`src/rtl/erase_seq_pkg.sv`:
```
package erase_seq_pkg;

    typedef enum logic [3:0] {
        ST_IDLE,
        ST_WEN_WAIT,
        ST_SETUP,
        ST_ERASE,
        ST_HOLD,
        ST_RECOVER,
        ST_VFY_ENTER,
        ST_DUMMY,
        ST_SETTLE,
        ST_READ,
        ST_VFY_EXIT,
        ST_DONE
    } seq_state_e;

    localparam logic [15:0] ERASED_WORD = 16'hFFFF;
    localparam logic [7:0]  DUMMY_BYTE  = 8'hFF;

endpackage

```
`src/rtl/erase_wait_timer.sv`:
```
module erase_wait_timer #(
    parameter int W = 8
) (
    input  logic         clk,
    input  logic         rst_n,
    input  logic         load,
    input  logic [W-1:0] load_val,
    output logic         expired
);
    logic [W-1:0] cnt_q;

    always_ff @(posedge clk or negedge rst_n) begin
        if (!rst_n)
            cnt_q <= '0;
        else if (load)
            cnt_q <= load_val;
        else if (cnt_q != '0)
            cnt_q <= cnt_q - W'(1);
    end

    assign expired = (cnt_q == '0);
endmodule

```
`src/rtl/erase_blk_picker.sv`:
```
module erase_blk_picker #(
    parameter int NUM_BLK = 4,
    parameter int IDX_W   = 2
) (
    input  logic [NUM_BLK-1:0] req,
    output logic               any,
    output logic [IDX_W-1:0]   idx
);
    always_comb begin
        idx = '0;
        for (int i = NUM_BLK - 1; i >= 0; i--) begin
            if (req[i])
                idx = IDX_W'(i);
        end
    end

    assign any = |req;
endmodule

```
`src/rtl/blk_erase_seq.sv`:
```
module blk_erase_seq
    import erase_seq_pkg::*;
#(
    parameter  int NUM_BLK   = 4,
    parameter  int BLK_WORDS = 8,
    parameter  int DLY_W     = 8,
    parameter  int RND_W     = 4,
    localparam int IDX_W     = (NUM_BLK > 1) ? $clog2(NUM_BLK) : 1,
    localparam int ADDR_W    = (BLK_WORDS > 1) ? $clog2(BLK_WORDS) : 1
) (
    input  logic               clk,
    input  logic               rst_n,
    input  logic               start,
    input  logic [NUM_BLK-1:0] blk_mask,
    input  logic [DLY_W-1:0]   dly_en2sel,
    input  logic [DLY_W-1:0]   dly_setup,
    input  logic [DLY_W-1:0]   pulse_len,
    input  logic [DLY_W-1:0]   dly_hold,
    input  logic [DLY_W-1:0]   dly_recover,
    input  logic [DLY_W-1:0]   dly_enter_vfy,
    input  logic [DLY_W-1:0]   dly_settle,
    input  logic [DLY_W-1:0]   dly_exit,
    input  logic [RND_W-1:0]   max_pulses,
    input  logic [15:0]        fl_rdata,
    output logic               fl_wen,
    output logic [NUM_BLK-1:0] fl_blk_sel,
    output logic               fl_setup,
    output logic               fl_erase,
    output logic               fl_verify,
    output logic               fl_dwr,
    output logic               fl_rd,
    output logic [ADDR_W-1:0]  fl_addr,
    output logic [7:0]         fl_wdata,
    output logic               busy,
    output logic               done,
    output logic               pass,
    output logic [IDX_W-1:0]   fail_blk
);
    seq_state_e state_q, state_d;

    logic [DLY_W-1:0]   setup_q, zlen_q, hold_q, recov_q, enter_q, settle_q, exit_q;
    logic [RND_W-1:0]   cap_q, rounds_q;
    logic [NUM_BLK-1:0] pend_q, cur_oh, pick_src;
    logic [IDX_W-1:0]   cur_q, pick_idx, fail_q;
    logic [ADDR_W-1:0]  addr_q;
    logic               pick_any, failed_q, pass_q;
    logic               t_load, t_exp;
    logic [DLY_W-1:0]   t_val, pulse_m1;
    logic               word_ok, addr_last, out_of_tries;

    assign cur_oh       = NUM_BLK'(1) << cur_q;
    assign pick_src     = (state_q == ST_IDLE) ? blk_mask : (pend_q & ~cur_oh);
    assign pulse_m1     = (zlen_q == '0) ? '0 : zlen_q - DLY_W'(1);
    assign word_ok      = (fl_rdata == ERASED_WORD);
    assign addr_last    = (addr_q == ADDR_W'(BLK_WORDS - 1));
    assign out_of_tries = (rounds_q >= cap_q);

    erase_wait_timer #(.W(DLY_W)) tmr_i (
        .clk      (clk),
        .rst_n    (rst_n),
        .load     (t_load),
        .load_val (t_val),
        .expired  (t_exp)
    );

    erase_blk_picker #(.NUM_BLK(NUM_BLK), .IDX_W(IDX_W)) pick_i (
        .req (pick_src),
        .any (pick_any),
        .idx (pick_idx)
    );

    // next-state and wait-timer load
    always_comb begin
        state_d = state_q;
        t_load  = 1'b0;
        t_val   = '0;
        unique case (state_q)
            ST_IDLE: if (start) begin
                if (pick_any) begin
                    state_d = ST_WEN_WAIT; t_load = 1'b1; t_val = dly_en2sel;
                end else begin
                    state_d = ST_DONE;
                end
            end
            ST_WEN_WAIT:  if (t_exp) begin state_d = ST_SETUP;     t_load = 1'b1; t_val = setup_q;  end
            ST_SETUP:     if (t_exp) begin state_d = ST_ERASE;     t_load = 1'b1; t_val = pulse_m1; end
            ST_ERASE:     if (t_exp) begin state_d = ST_HOLD;      t_load = 1'b1; t_val = hold_q;   end
            ST_HOLD:      if (t_exp) begin state_d = ST_RECOVER;   t_load = 1'b1; t_val = recov_q;  end
            ST_RECOVER:   if (t_exp) begin state_d = ST_VFY_ENTER; t_load = 1'b1; t_val = enter_q;  end
            ST_VFY_ENTER: if (t_exp) state_d = ST_DUMMY;
            ST_DUMMY: begin state_d = ST_SETTLE; t_load = 1'b1; t_val = settle_q; end
            ST_SETTLE:    if (t_exp) state_d = ST_READ;
            ST_READ: begin
                if (word_ok && !addr_last) begin
                    state_d = ST_DUMMY;
                end else if (word_ok || out_of_tries) begin
                    state_d = ST_VFY_EXIT; t_load = 1'b1; t_val = exit_q;
                end else begin
                    state_d = ST_SETUP; t_load = 1'b1; t_val = setup_q;
                end
            end
            ST_VFY_EXIT: if (t_exp) begin
                if (failed_q || !pick_any) begin
                    state_d = ST_DONE;
                end else begin
                    state_d = ST_SETUP; t_load = 1'b1; t_val = setup_q;
                end
            end
            ST_DONE: state_d = ST_IDLE;
            default: state_d = ST_IDLE;
        endcase
    end

    // state register
    always_ff @(posedge clk or negedge rst_n) begin
        if (!rst_n) state_q <= ST_IDLE;
        else        state_q <= state_d;
    end

    // operation context
    always_ff @(posedge clk or negedge rst_n) begin
        if (!rst_n) begin
            setup_q  <= '0; zlen_q   <= '0; hold_q <= '0; recov_q <= '0;
            enter_q  <= '0; settle_q <= '0; exit_q <= '0; cap_q   <= '0;
            pend_q   <= '0; cur_q    <= '0; addr_q <= '0; rounds_q <= '0;
            failed_q <= 1'b0; pass_q <= 1'b0; fail_q <= '0;
        end else begin
            if (state_q == ST_IDLE && start) begin
                setup_q  <= dly_setup;     zlen_q   <= pulse_len;
                hold_q   <= dly_hold;      recov_q  <= dly_recover;
                enter_q  <= dly_enter_vfy; settle_q <= dly_settle;
                exit_q   <= dly_exit;      cap_q    <= max_pulses;
                pend_q   <= blk_mask;      cur_q    <= pick_idx;
                rounds_q <= '0;            failed_q <= 1'b0;
                pass_q   <= 1'b1;          fail_q   <= '0;
            end
            if (state_q == ST_SETUP && t_exp)
                rounds_q <= rounds_q + RND_W'(1);
            if (state_q == ST_RECOVER && t_exp)
                addr_q <= '0;
            if (state_q == ST_READ && word_ok && !addr_last)
                addr_q <= addr_q + ADDR_W'(1);
            if (state_q == ST_READ && !word_ok && out_of_tries) begin
                failed_q <= 1'b1;
                pass_q   <= 1'b0;
                fail_q   <= cur_q;
            end
            if (state_q == ST_VFY_EXIT && t_exp) begin
                pend_q   <= pend_q & ~cur_oh;
                cur_q    <= pick_idx;
                rounds_q <= '0;
            end
        end
    end

    // outputs decoded from state
    always_comb begin
        fl_wen     = 1'b0;
        fl_blk_sel = '0;
        fl_setup   = 1'b0;
        fl_erase   = 1'b0;
        fl_verify  = 1'b0;
        fl_dwr     = 1'b0;
        fl_rd      = 1'b0;
        busy       = 1'b1;
        done       = 1'b0;
        unique case (state_q)
            ST_IDLE:     busy = 1'b0;
            ST_DONE:     begin busy = 1'b0; done = 1'b1; end
            ST_WEN_WAIT: fl_wen = 1'b1;
            ST_SETUP, ST_HOLD: begin
                fl_wen = 1'b1; fl_blk_sel = cur_oh; fl_setup = 1'b1;
            end
            ST_ERASE: begin
                fl_wen = 1'b1; fl_blk_sel = cur_oh; fl_setup = 1'b1; fl_erase = 1'b1;
            end
            ST_RECOVER, ST_VFY_EXIT: begin
                fl_wen = 1'b1; fl_blk_sel = cur_oh;
            end
            ST_VFY_ENTER, ST_SETTLE: begin
                fl_wen = 1'b1; fl_blk_sel = cur_oh; fl_verify = 1'b1;
            end
            ST_DUMMY: begin
                fl_wen = 1'b1; fl_blk_sel = cur_oh; fl_verify = 1'b1; fl_dwr = 1'b1;
            end
            ST_READ: begin
                fl_wen = 1'b1; fl_blk_sel = cur_oh; fl_verify = 1'b1; fl_rd = 1'b1;
            end
            default: busy = 1'b0;
        endcase
    end

    assign fl_addr  = addr_q;
    assign fl_wdata = DUMMY_BYTE;
    assign pass     = pass_q;
    assign fail_blk = fail_q;
endmodule

```
`config.mk`:
```
export PLATFORM = sky130hd
export DESIGN_NAME = blk_erase_seq
export DESIGN_NICKNAME = d
export VERILOG_FILES = /design/src/rtl/erase_seq_pkg.sv /design/src/rtl/erase_wait_timer.sv /design/src/rtl/erase_blk_picker.sv /design/src/rtl/blk_erase_seq.sv
export SDC_FILE = /design/constraint.sdc
export NUM_CORES = 1
export LEC_CHECK = 0
export BUFFER_PORTS_ARGS = -buffer_cell sky130_fd_sc_hd__buf_2
export CAP_MARGIN = 10
export CORE_ASPECT_RATIO = 0.8
export CORE_MARGIN = 2
export CORE_UTILIZATION = 59
export CTS_BUF_LIST = sky130_fd_sc_hd__clkbuf_16
export DETAILED_ROUTE_END_ITERATION = 6
export PLACE_DENSITY = 0.83
export SKIP_LAST_GASP = 1
export SLEW_MARGIN = 0
export SYNTH_ARGS = -nofsm -noshare
export SYNTH_HDL_FRONTEND = slang
export SYNTH_SLANG_ARGS = --single-unit
```
`constraint.sdc`:
```
create_clock -name clk -period 5.9 [get_ports clk]
set_input_delay 0.885 -clock clk [delete_from_list [all_inputs] [get_ports clk]]
set_output_delay 0.885 -clock clk [all_outputs]
set_load 0.03 [all_outputs]
```
==> metrics.csv <==
stage,metric,value,unit
worst_setup_path,reg2reg_to,pend_q[1],
sta,fin_skew,0.00886,ns
synth,synth_area,0.00505,mm²
floorplanning,die_h,86.8,µm
global_routing,grt_max_degree,63,
finish,multi_input_area,0.00258,mm²
sta,worstMarginPinSlew,1.04,ns
route,route.detailed.drc,1,
sta,slew_viol_final,0,
finish,fill_cells,647,
job,drv_cap,0,
sta,setup_viol,0,
worst_setup_path,timing.rr.start,state_q[1],
global_routing,grt-ovfl-total,0,
sta,period_share,56.2,%
synth,syn_area_per_cell,8.42,µm²
worst_setup_path,reg2reg_slack,2.69,ns
power_and_ir_drop,peakVddDrop,0.168,mV
synth,yosysWarningCount,0,
clocking,clock_sinks,89,
global_routing,track_usage,30.0,%
synth,ys_async_sr_fraction,100,%
placement,place_area,0.00558,mm²
placement,dp_hpwl,9600,µm
route,routed_wl,13400,µm
synth,yosysMostFrequentCell,nand2_1,
sta,period_minus_slack,3.32,ns
synth,synth_seq_cells,89,
synth,synth_ff_type,dfrtp_1,
power_and_ir_drop,powerDensity,272,mW/mm²
synth,ys_seq_area_share,44.1,%
sta,fmax,302,MHz
route,dr.pass1.iters,7,
worst_setup_path,worstPathRequired,5.02,ns
clocking,clockBufferDepth,2,
route,vias,4750,
clocking,ctsHoldBuffers,0,
finish,drive_above_1_share,21.7,%
sta,finalHoldViolCount,0,
route,drtIter0Drc,471,
floorplanning,die_w,107,µm
worst_setup_path,crit_arrival,2.43,ns
outcome,status,"finished, violations left",
clocking,clk_latency,0.35,ns
finish,diodes,0,
finish,fin_nets,792,
placement,placed_cells,791,
clocking,cts_tree,built,
worst_setup_path,path_max_fanout,32,
route,wire_per_inst,16.6,µm
floorplanning,die_area,0.00932,mm²
clocking,cts_setup_buffers,0,
placement,place.gp.congestion,0.937,
sta,rsz0062_at_grt,false,
clocking,numCtsBuffers,9,
worst_setup_path,critical_path.startpoint,state_q[1],
synth,netlist_instances,600,
route,antenna_left,0,
floorplanning,io_pins,117,
worst_setup_path,cp-end-kind,output port,
global_routing,antenna_found_initial,0,
worst_setup_path,reg2reg_depth,5,
synth,synth_edf_count,0,
finish,regArea,0.00223,mm²
finish,instances_no_fill,807,
clocking,path_clk_slew,0.07,ns
global_routing,grt_pass1_wl,21600,µm
power_and_ir_drop,leakagePower,2.99,nW
floorplanning,initial_core_util,60.1,%
clocking,cts_resized,0,
clocking,cts.htree.levels,3,
clocking,root_buffer,clkbuf_16,
sta,max_slew_margin,30.1,%
synth,synthTopCellsByArea,"dfrtp_1 44%, nand2_1 16%, o21ai_0 2.9%",
floorplanning,fp-row-count,30,
worst_setup_path,worst_setup_path_start_kind,register,
outcome,violations,design-rule violations,
min_path,hold_path.class,input port to asynchronous set/reset pin,
global_routing,grt_pass1_vias,4372,
finish,area_growth,16.3,%
synth,synth_top_area_cell,dfrtp_1,
sta,timing.setup.tns,0,ns
placement,portBuffers,108,
route,routed_via_density,5.89,
finish,fin_util,69.9,%
synth,synth_cell_type_count,63,
synth,yosysTopAreaCellShare,44.1,%
finish,fin_area,0.00588,mm²
floorplanning,coreArea,0.00841,mm²
worst_setup_path,crit_type,register to output port,
synth,ys_top_cells_by_count,"213 x nand2_1, 89 x dfrtp_1, 29 x o21ai_0",
==> state kept, by name (all words and copies together) (netlist names) <==
register / flops
enter_q: 8
pass: 1
hold_q: 8
tmr_i.cnt_q: 8
cap_q: 4
zlen_q: 8
failed_q: 1
pend_q: 4
recov_q: 8
fail_blk: 2
rounds_q: 4
setup_q: 8
exit_q: 8
cur_q: 2
settle_q: 8
state_q: 4
fl_addr: 3
==> through the flow <==
step,worst slack [ns],power [mW],hold slack (ns)
finish,2.58,1.60,0.452
CTS,2.65,1.60,0.461
global placement,2.85,1.02,0.461
detailed placement,2.73,1.04,0.469
floorplan,3.09,0.940,0.440
global route,2.36,1.67,0.481
==> cell usage in the layout, fill, tap and decap left out, types with 5 or more instances in the layout <==
master | Yosys | layout
nand2b_1 | 6 | 6
inv_1 | 19 | 19
o21ai_0 | 29 | 29
conb_1 | 1 | 8
xnor2_1 | 5 | 5
nor3_1 | 10 | 10
buf_2 | 10 | 107
ha_1 | 11 | 11
nand3_1 | 9 | 9
a221o_1 | 5 | 5
nand2_1 | 213 | 212
clkbuf_16 | 0 | 9
a21oi_1 | 20 | 20
dfrtp_1 | 89 | 89
mux2i_1 | 6 | 6
a221oi_1 | 7 | 7
a22oi_1 | 8 | 8
a31oi_1 | 7 | 7
nor2b_1 | 6 | 6
nand4_1 | 5 | 5
nor2_1 | 26 | 26
xor2_1 | 7 | 7
mux2_2 | 9 | 9
==> worst max-delay path: stages, from the launching register on <==
cell,delay (ns)
dfrtp_1,0.98
nand2_1,0.31
inv_1,0.17
o21ai_0,0.12
o31ai_1,0.22
nor3_1,0.08
buf_2,0.20
==> kinds of logic after synthesis <==
group                      after synthesis  share of synthesized area [%]
DFF                                     89                           44.1
and+or+nand+nor                        305                           27.3
other                                    1                         0.0742
adders and majority gates               11                           2.72
AOI/OAI and AO/OA                      109                           14.9
buffers and inverters                   58                           5.55
muxes                                   15                           3.20
xor gates and xnor gates                12                           2.08
==> per-layer routing <==
| metal | vias up | GRT usage (%) | share of wire (%) |
|---|---|---|---|
| met5 | - | 0 | 0 |
| met4 | 0 | 10.5 | 2.4 |
| met3 | 39 | 5.71 | 10 |
| met2 | 300 | 44.6 | 44 |
| met1 | 2197 | 44.1 | 44 |
| li1 | 2214 | - | - |
==> cell type report <==
type / count / area share, %
clock buffer: 9 / 3.83
clock inverter: 7 / 1.19
inverter: 19 / 1.21
multi-input combinational: 460 / 43.9
sequential: 89 / 37.9
tap: 112 / 2.38
timing repair buffer: 111 / 9.62
==> report_power, final <==
part           leakage, nW  total (mW)  switching (mW)  internal [mW]
sequential            1.10       0.746          0.0781          0.667
combinational         1.74       0.291           0.161          0.130
clock                0.147       0.563           0.265          0.298
total                 2.99        1.60           0.505           1.10
==> worst max-delay path by stage <==
stage	slack, ns	cells after the start	to
after floorplan	3.09	6	fl_blk_sel[0]
after global placement	2.85	5	pend_q[1]
after detailed placement	2.73	5	pend_q[1]
after CTS	2.65	6	fl_blk_sel[3]
after global routing	2.36	6	fl_blk_sel[1]
final	2.58	6	fl_blk_sel[2]
Note: power is estimated with default switching activity, not from simulation.
